### src/rtl/cfg_ld_pkg.sv
package cfg_ld_pkg;

  localparam int CFG_LEN_W    = 24;
  localparam int CFG_ONES_MIN = 8;
  localparam int CFG_CODE_W   = 4;

  typedef enum logic [2:0] {
    PH_IDLE,
    PH_HUNT,
    PH_LEN,
    PH_FRAMES,
    PH_TAIL,
    PH_DONE,
    PH_HALT
  } phase_t;

  // bits in one frame: start + data + stop
  function automatic int frame_span(input int data_w, input int stop_w);
    return 1 + data_w + stop_w;
  endfunction

  // running bit count after one more bit
  function automatic logic [CFG_LEN_W-1:0] next_count(input logic [CFG_LEN_W-1:0] c);
    return c + 1'b1;
  endfunction

endpackage

### src/rtl/cfg_hdr_hunt.sv
module cfg_hdr_hunt #(
  parameter int ONES_MIN = 8,
  parameter int CODE_W   = 4,
  parameter logic [CODE_W-1:0] CODE = 4'b0010
) (
  input  logic clk,
  input  logic rst_n,
  input  logic restart,
  input  logic en,
  input  logic bit_in,
  output logic found
);
  localparam int RW  = $clog2(ONES_MIN + 1);
  localparam int CIW = (CODE_W > 1) ? $clog2(CODE_W) : 1;

  logic [RW-1:0]     run_cnt;
  logic              in_code;
  logic [CODE_W-1:0] code_sr;
  logic [CIW-1:0]    code_idx;

  always_comb
    found = en && in_code && (code_idx == CIW'(CODE_W - 1)) &&
            ({code_sr[CODE_W-2:0], bit_in} == CODE);

  always_ff @(posedge clk or negedge rst_n) begin
    if (!rst_n) begin
      run_cnt  <= '0;
      in_code  <= 1'b0;
      code_sr  <= '0;
      code_idx <= '0;
    end else if (restart) begin
      run_cnt  <= '0;
      in_code  <= 1'b0;
      code_sr  <= '0;
      code_idx <= '0;
    end else if (en) begin
      if (!in_code) begin
        if (bit_in) begin
          if (run_cnt != RW'(ONES_MIN)) run_cnt <= run_cnt + 1'b1;
        end else if (run_cnt == RW'(ONES_MIN)) begin
          in_code  <= 1'b1;
          code_sr  <= '0;
          code_idx <= CIW'(1);
          run_cnt  <= '0;
        end else begin
          run_cnt <= '0;
        end
      end else begin
        code_sr <= {code_sr[CODE_W-2:0], bit_in};
        if (code_idx == CIW'(CODE_W - 1)) begin
          in_code  <= 1'b0;
          code_idx <= '0;
          run_cnt  <= '0;
        end else begin
          code_idx <= code_idx + 1'b1;
        end
      end
    end
  end
endmodule

### src/rtl/cfg_frame_unpack.sv
module cfg_frame_unpack
  import cfg_ld_pkg::*;
#(
  parameter int DATA_W = 12,
  parameter int STOP_W = 3
) (
  input  logic              clk,
  input  logic              rst_n,
  input  logic              restart,
  input  logic              en,
  input  logic              bit_in,
  output logic              frame_good,
  output logic              frame_bad,
  output logic [DATA_W-1:0] word
);
  localparam int SPAN = frame_span(DATA_W, STOP_W);
  localparam int PW   = $clog2(SPAN);

  logic [PW-1:0]     pos;
  logic [DATA_W-1:0] sr;
  logic              at_start, at_data, at_stop, at_last;

  always_comb begin
    at_start   = (pos == '0);
    at_data    = !at_start && (pos <= PW'(DATA_W));
    at_stop    = (pos > PW'(DATA_W));
    at_last    = (pos == PW'(SPAN - 1));
    frame_bad  = en && ((at_start && bit_in) || (at_stop && !bit_in));
    frame_good = en && at_last && bit_in;
    word       = sr;
  end

  always_ff @(posedge clk or negedge rst_n) begin
    if (!rst_n) begin
      pos <= '0;
      sr  <= '0;
    end else if (restart) begin
      pos <= '0;
      sr  <= '0;
    end else if (en) begin
      if (frame_bad || at_last) pos <= '0;
      else                      pos <= pos + 1'b1;
      if (at_data) sr <= {sr[DATA_W-2:0], bit_in};
    end
  end
endmodule

### src/rtl/cfg_len_track.sv
module cfg_len_track
  import cfg_ld_pkg::*;
(
  input  logic clk,
  input  logic rst_n,
  input  logic restart,
  input  logic count_en,
  input  logic shift_en,
  input  logic bit_in,
  output logic match
);
  logic [CFG_LEN_W-1:0] cnt;
  logic [CFG_LEN_W-1:0] len_q;

  always_comb match = (next_count(cnt) == len_q);

  always_ff @(posedge clk or negedge rst_n) begin
    if (!rst_n) begin
      cnt   <= '0;
      len_q <= '0;
    end else if (restart) begin
      cnt   <= '0;
      len_q <= '0;
    end else begin
      if (count_en) cnt   <= next_count(cnt);
      if (shift_en) len_q <= {len_q[CFG_LEN_W-2:0], bit_in};
    end
  end
endmodule

### src/rtl/cfg_stream_loader.sv
module cfg_stream_loader
  import cfg_ld_pkg::*;
#(
  parameter int FRAME_BITS = 12,
  parameter int STOP_BITS  = 3,
  parameter int NUM_FRAMES = 8,
  parameter logic [3:0] PRE_CODE = 4'b0010,
  localparam int ADDR_W = (NUM_FRAMES > 1) ? $clog2(NUM_FRAMES) : 1
) (
  input  logic                  clk,
  input  logic                  rst_n,
  input  logic                  prog_req,
  input  logic                  cfg_bit,
  output logic                  wr_en,
  output logic [ADDR_W-1:0]     wr_addr,
  output logic [FRAME_BITS-1:0] wr_data,
  output logic                  frame_err,
  output logic                  len_reached
);
  localparam int FC_W = $clog2(NUM_FRAMES + 1);
  localparam int LI_W = $clog2(CFG_LEN_W);

  phase_t          phase;
  logic [LI_W-1:0] len_idx;
  logic [FC_W-1:0] frames;

  // named internal events
  logic                  hdr_found;
  logic                  frame_good;
  logic                  frame_bad;
  logic                  len_match;
  logic                  counting;
  logic [FRAME_BITS-1:0] frame_word;

  always_comb
    counting = (phase == PH_HUNT) || (phase == PH_LEN) ||
               (phase == PH_FRAMES) || (phase == PH_TAIL);

  cfg_hdr_hunt #(
    .ONES_MIN (CFG_ONES_MIN),
    .CODE_W   (CFG_CODE_W),
    .CODE     (PRE_CODE)
  ) u_hunt (
    .clk     (clk),
    .rst_n   (rst_n),
    .restart (prog_req),
    .en      (phase == PH_HUNT),
    .bit_in  (cfg_bit),
    .found   (hdr_found)
  );

  cfg_len_track u_len (
    .clk      (clk),
    .rst_n    (rst_n),
    .restart  (prog_req),
    .count_en (counting),
    .shift_en (phase == PH_LEN),
    .bit_in   (cfg_bit),
    .match    (len_match)
  );

  cfg_frame_unpack #(
    .DATA_W (FRAME_BITS),
    .STOP_W (STOP_BITS)
  ) u_frame (
    .clk        (clk),
    .rst_n      (rst_n),
    .restart    (prog_req),
    .en         (phase == PH_FRAMES),
    .bit_in     (cfg_bit),
    .frame_good (frame_good),
    .frame_bad  (frame_bad),
    .word       (frame_word)
  );

  always_ff @(posedge clk or negedge rst_n) begin
    if (!rst_n) begin
      phase       <= PH_IDLE;
      len_idx     <= '0;
      frames      <= '0;
      wr_en       <= 1'b0;
      wr_addr     <= '0;
      wr_data     <= '0;
      frame_err   <= 1'b0;
      len_reached <= 1'b0;
    end else if (prog_req) begin
      phase       <= PH_HUNT;
      len_idx     <= '0;
      frames      <= '0;
      wr_en       <= 1'b0;
      wr_addr     <= '0;
      frame_err   <= 1'b0;
      len_reached <= 1'b0;
    end else begin
      wr_en <= 1'b0;
      unique case (phase)
        PH_HUNT: if (hdr_found) phase <= PH_LEN;
        PH_LEN: begin
          len_idx <= len_idx + 1'b1;
          if (len_idx == LI_W'(CFG_LEN_W - 1)) phase <= PH_FRAMES;
        end
        PH_FRAMES: begin
          if (frame_bad) begin
            frame_err <= 1'b1;
            phase     <= PH_HALT;
          end else if (frame_good) begin
            wr_en   <= 1'b1;
            wr_data <= frame_word;
            wr_addr <= frames[ADDR_W-1:0];
            frames  <= frames + 1'b1;
            if (frames == FC_W'(NUM_FRAMES - 1)) phase <= PH_TAIL;
          end
        end
        PH_TAIL: if (len_match) begin
          len_reached <= 1'b1;
          phase       <= PH_DONE;
        end
        default: ;
      endcase
    end
  end
endmodule

### config.mk
export PLATFORM = sky130hd
export DESIGN_NAME = cfg_stream_loader
export DESIGN_NICKNAME = d
export VERILOG_FILES = /design/src/rtl/cfg_ld_pkg.sv /design/src/rtl/cfg_hdr_hunt.sv /design/src/rtl/cfg_frame_unpack.sv /design/src/rtl/cfg_len_track.sv /design/src/rtl/cfg_stream_loader.sv
export SDC_FILE = /design/constraint.sdc
export NUM_CORES = 1
export LEC_CHECK = 0
export ABC_AREA = 1
export BUFFER_PORTS_ARGS = -buffer_cell sky130_fd_sc_hd__buf_2
export CAP_MARGIN = 30
export CORE_ASPECT_RATIO = 1.75
export CORE_MARGIN = 1
export CORE_UTILIZATION = 40
export DETAILED_ROUTE_END_ITERATION = 8
export PLACE_DENSITY = 0.66
export SYNTH_ARGS = -nofsm -noshare
export SYNTH_HDL_FRONTEND = slang
export SYNTH_SLANG_ARGS = --single-unit
export TNS_END_PERCENT = 30
### constraint.sdc
create_clock -name clk -period 2.4 [get_ports clk]
set_clock_uncertainty 0.05 [all_clocks]
set_input_delay 0.24 -clock clk [delete_from_list [all_inputs] [get_ports clk]]
set_output_delay 0.24 -clock clk [all_outputs]
set_load 0.01 [all_outputs]
==> After elaboration in Yosys (flattened, before gate mapping) <==
Index checks and enable logic that the tools add are counted.
{ "word_totals": {"wordCells": 144, "input_bits": 4, "latchBits": 0, "output_inout_bits": 18, "rom_bits": 0, "n_memories": 0, "reg_bits": 104, "ram_bits": 0} }
{ "op_classes": {"magnitude_cmp": 2, "n_eq_ne": 21, "div": 0, "shifts": 0, "addsub": 6, "n_mux": 61, "n_bitwise": 2, "multipliers": 0, "n_reduce_logical": 36} }
{ "ops": {"columns": ["cell", "n"], "rows": [
  ["$mux W24", 4],
  ["$mux W4", 13],
  ["$mux W3", 16],
  ["$mux W12", 3],
  ["$add A24 B1 Y24 const B", 1],
  ["$eq A24 B24 Y1", 1],
  ["$reduce_bool A2 Y1", 9],
  ["$mux W1", 16],
  ["$add A4 B1 Y4 const B", 3],
  ["$mux W2", 6],
  ["$ne A3 B3 Y1 const B", 4],
  ["$ne A4 B4 Y1 const B", 3],
  ["$pmux W3 S4", 1],
  ["$mux W5", 2],
  ["$logic_and A1 B1 Y1", 9],
  ["$reduce_and A3 Y1", 3],
  ["$eq A4 B4 Y1 const B", 2],
  ["$eq A3 B2 Y1 const B", 2],
  ["$reduce_and A2 Y1", 3],
  ["$reduce_and A6 Y1", 1],
  ["$add A5 B1 Y5 const B", 1],
  ["$eq A5 B5 Y1 const B", 1],
  ["$logic_or A1 B1 Y1", 5],
  ["$reduce_bool A5 Y1", 1],
  ["other kinds (16)", 18]
]} }

==> Depth between registers and ports, before layout <==
{ "depth": {"ltp_word": 8, "ltp_mapped": 19, "ltp_nobuf": 19} }

==> Modules after synthesis <==
From an unflattened synthesis, not the netlist that was laid out.
{ "hier_totals": {"hier_cells": 798, "hier_area_um2": 6004.5} }
{ "by_module_without_submodules": {"columns": ["module", "n_inst", "seq_area_each_um2", "area_each_um2", "cells_each"], "rows": [
  ["cfg_len_track", 1, 1201.2, 2992.9, 426],
  ["cfg_stream_loader", 1, 750.7, 1425.1, 169],
  ["cfg_frame_unpack", 1, 400.4, 934.6, 116],
  ["cfg_hdr_hunt", 1, 250.2, 651.9, 87]
]} }

==> Least setup slack after synthesis <==
Ideal clock, no wire load.
{ "synth_timing": {"path_type": "register to register", "from": "register u_len.cnt[0]", "to": "register phase[2]", "period_less_slack_ns": 1.982, "n_path_buf": 0, "path_slack_ns": 0.418, "required_ns": 2.233, "path_stages_with_launch": 17, "t_arrival_ns": 1.815, "setup_ns": 0.117, "path_cell_list": "dfrtp_1 -> ha_1 -> nand2_2 -> nor2_2 -> nand2_1 -> o21ai_1 -> nand2_1 -> nand2_1 -> nand2_1 -> nor2_1 -> nand2_1 -> nor2_2 -> nand2_2 -> nand2_4 -> nand2_2 -> nand2_1 -> nand2_1"} }
{ "synth_between": {"elab_chain_cells": 4} }
{ "synth_lines": {"columns": ["item", "line", "text"], "rows": [
  ["start, declared", "cfg_len_track.sv:12", "logic [CFG_LEN_W-1:0] cnt;"],
  ["start signal, assigned", "cfg_len_track.sv:25", "if (count_en) cnt <= next_count(cnt);"],
  ["$add A24 B1 Y24", "cfg_ld_pkg.sv:24", "return c + 1'b1;"],
  ["$eq A24 B24 Y1", "cfg_len_track.sv:15", "always_comb match = (next_count(cnt) == len_q);"],
  ["$ne A3 B3 Y1 (no source line)", null, null],
  ["$reduce_and A6 Y1 (no source line)", null, null],
  ["end signal, assigned", "cfg_stream_loader.sv:78", "phase <= PH_IDLE;"],
  ["end signal, assigned", "cfg_stream_loader.sv:87", "phase <= PH_HUNT;"],
  ["end signal, assigned", "cfg_stream_loader.sv:97", "PH_HUNT: if (hdr_found) phase <= PH_LEN;"],
  ["end, declared", "cfg_stream_loader.sv:23", "phase_t phase;"]
]} }
Every way passes these cells.
A chain may end at the register's enable or synchronous reset.

==> Final worst setup path <==
Ends and elaborated chain as after synthesis.

==> results.md <==
* Status: finished, final reports clean
* Total inserted antenna cells at 0
* Root buffer cell: clkbuf_16
* Slew Viols, Final at 0
* Synth top area share at 48.10%
* Power Internal at 2.850 mW
* Placement Rows at 55
* Endpoints failing hold at 0
* Ys Warns at 0
* Final #Nets at 747
* Die Wd at 89.92 um
* DR vias/cell at 5.304
* Port Buffers at 21
* Worst Tran Pin Value at 0.4371 ns
* Detailed Route WL at 13430 um
* Synth top area cells: dfrtp_1 48%, nand2_1 12%, inv_1 7.4%
* Via count at 4832
* DP Cell Count at 887
* Fillers at 1317
* Synth area leader: dfrtp_1
* Req. time, crit path at 2.60 ns
* FMAX at 450.1 MHz
* Share of cells above drive strength 1 at 12.03%
* RePlAce Congestion at 0.9189
* Period minus WS final at 2.222 ns
* Final Core Density at 47.17%
* CP Capture Type: register
* Grt ovf at 0
* Clock transition at path regs at 0.07 ns
* DR DRC count at 0
* Critical path class: register to register
* Num CTS Buffers at 9
* Fin crit share at 92.58%
* Sw Ratio at 34.41%
* Syn Nets at 714
* Leak at 2.865 nW
* CP arrival at 2.42 ns
* DRT Pass-1 Iters at 6
* #FFs+latches synth at 104
* Largest net degree at the start of global routing at 62
* CTS tree: built
* Worst Setup Start Kind: register
* Syn Area/Cell at 7.707 um2
* Clk buf depth at 2
* Setup TNS at 0 ns
* Vias in the first global route at 4928
* Post-synthesis sequential area ratio at 48.10%
* Clock share of power at 33.3%
* Cell variety after synth at 32
* Die Area at 14010 um2
* Core Box Area at 13080 um2
* Die Height at 155.9 um
* Hold WC Path Type: primary input to register
* P per Cell Area at 704.6 nW/um2
* Final std cells w/o fill at 911
* Comb power frac at 22.2%
* Max-Slew Margin vs Limit at 70.64%
* Clock sinks at 104
* Clock latency on the worst-skew pair at 0.35 ns
* Synthesized cell area at 5410 um2
* # IOs at 22
* Initial Util at 41.38%
* Reg power frac at 44.5%
* Worst-path maximum fanout at 5
* Switching Power at 1.495 mW
* Overall Global Routing Usage at 20.31%
* Final ANT Viol Nets at 0
* WL/cell at 14.74 um
* Max cap viols at 0
* Cells after synthesis at 702
* HPWL after DPL at 9718 um
* Starting DRT DRC Count at 293
* H-Tree Depth at 3
* Setup Viol. Count Final at 0
* Area Growth Syn to Fin at 13.99%
* Worst ir drop on vdd at 504.1 uV
* Initial antenna violation count at 0
* First-pass GRT wire length at 22600 um
-- area by class of cell --
class	count	area (um2)	share of cell area, %
clock buffers	9	225.2	3.652
inverters	111	416.7	6.756
repair buffers	37	242.7	3.936
clock inverters	7	62.56	1.014
well taps	171	214.0	3.469
flip-flops and latches	104	2606	42.26
multi-input cells	472	2400	38.91
-- state kept, by name, indices dropped and copies added, names as in the netlist --
signal           count
u_len.len_q         24
u_hunt.code_idx      2
phase                3
u_hunt.run_cnt       4
frames               4
wr_addr              3
len_idx              5
u_frame.pos          4
u_hunt.code_sr       3
u_frame.word        12
u_len.cnt           24
u_hunt.in_code       1
frame_err            1
wr_en                1
wr_data             12
len_reached          1
-- critical path, stage by stage (launching register included) --
cell and delay [ns]:
dfrtp_2 0.43, ha_4 0.18, nand2_2 0.09, nor2_4 0.17, nand2_1 0.12, inv_1 0.10, nand2_1 0.10, nand3_1 0.10
nand3_2 0.12, nor2_1 0.13, nand3_1 0.09, nor2_2 0.10, nand2_2 0.09, nand2_4 0.08, nand2_2 0.06, nand2_1 0.06
nand2_1 0.05
-- worst paths after layout --
path	startpoint	to	slack, ns	cells past startpoint
max	u_len.cnt[0]$_DFFE_PN0P_	phase[2]$_DFFE_PN0P_	0.18	16
min	cfg_bit	u_frame.word[0]$_DFFE_PN0P_	0.19	3
max reg2reg	u_len.cnt[0]$_DFFE_PN0P_	phase[2]$_DFFE_PN0P_	0.18	16
min reg2reg	wr_addr[2]$_DFFE_PN0P_	wr_addr[2]$_DFFE_PN0P_	0.43	2
max in group asynchronous	rst_n	u_len.cnt[1]$_DFFE_PN0P_	1.39	3
min in group asynchronous	rst_n	u_len.cnt[7]$_DFFE_PN0P_	0.25	2
-- cell usage in the layout, fill, tap and decap left out, types with 2 or more instances in the layout --
cell type,count
xnor3_1,2
a211oi_1,2
nor2_1,49
nor3_1,7
nand4_1,6
nand3_1,72
clkbuf_16,9
xor2_1,3
clkinv_1,2
nor3_2,3
inv_2,2
nand2_2,8
inv_1,107
dfrtp_1,101
inv_6,3
nand2_1,177
a21oi_1,11
o21ai_0,51
o22ai_1,44
ha_1,7
buf_2,20
o21ai_1,2
buf_4,15
clkinv_4,2
nor2_4,6
nor2_2,7
nand2_4,2
dfrtp_2,3
nand3_2,3
-- cell families after synthesis --
logic type | after synthesis | share of synthesized area, %
AND/OR/NAND/NOR | 342 | 27.61
buffers and inverters | 126 | 8.742
AO/OA/AOI/OAI | 115 | 12.05
flip-flops | 104 | 48.10
adder cells (fa/ha/maj) | 8 | 1.850
XOR/XNOR | 7 | 1.642
-- routing by layer --
| layer | wire, um | GRT usage (%) | up-vias |
|---|---|---|---|
| met5 | 0 | 0 | - |
| met4 | 614 | 10.68 | 0 |
| met3 | 449 | 3.850 | 42 |
| met2 | 7314 | 39.38 | 123 |
| met1 | 5048 | 20.27 | 2322 |
| li1 | - | - | 2345 |
-- stage by stage --
step                hold WS (ns)  cell area, um2  setup WS (ns)  power (mW)
floorplan                -0.1056            5410         0.4182       2.549
CTS                       0.1785            6052        0.01088       4.304
detailed placement       0.07174            5748       -0.03727       2.861
global placement         0.06981            5748        0.05499       2.832
global route              0.2081            6167      -0.004286       4.552
finish                    0.1915            6167         0.1781       4.346
-- repair_timing --
action | CTS | global route
hold buffers | 1 | 0
gates resized for setup | 3 | 16
pin swaps | 0 | 2
hold endpoints to repair | 15 | 0
buffers inserted | 0 | 7
setup endpoints to repair | 3 | 4
-- power groups by stage --
stage                     Combinational [mW]  Clock [mW]  Sequential [mW]
after floorplan                        0.610           0             1.94
after global placement                 0.884           0             1.95
after detailed placement               0.903           0             1.96
after CTS                              0.906        1.47             1.93
after global routing                    1.07        1.53             1.95
final                                  0.964        1.45             1.94
-- Yosys cell counts, drive strengths merged --
cell type,n
xnor2,1
clkbuf,15
o22ai,44
a311oi,1
nand3,75
a32o,1
dfrtp,104
nor2,62
a31oi,1
a21o,1
xnor3,2
a211oi,2
o21ai,54
xor2,4
clkinv,2
nor3,10
nand2,187
inv,109
a21oi,11
nor3b,1
ha,8
and2,1
nand4,6
Note: power is estimated with default switching activity, not from simulation.
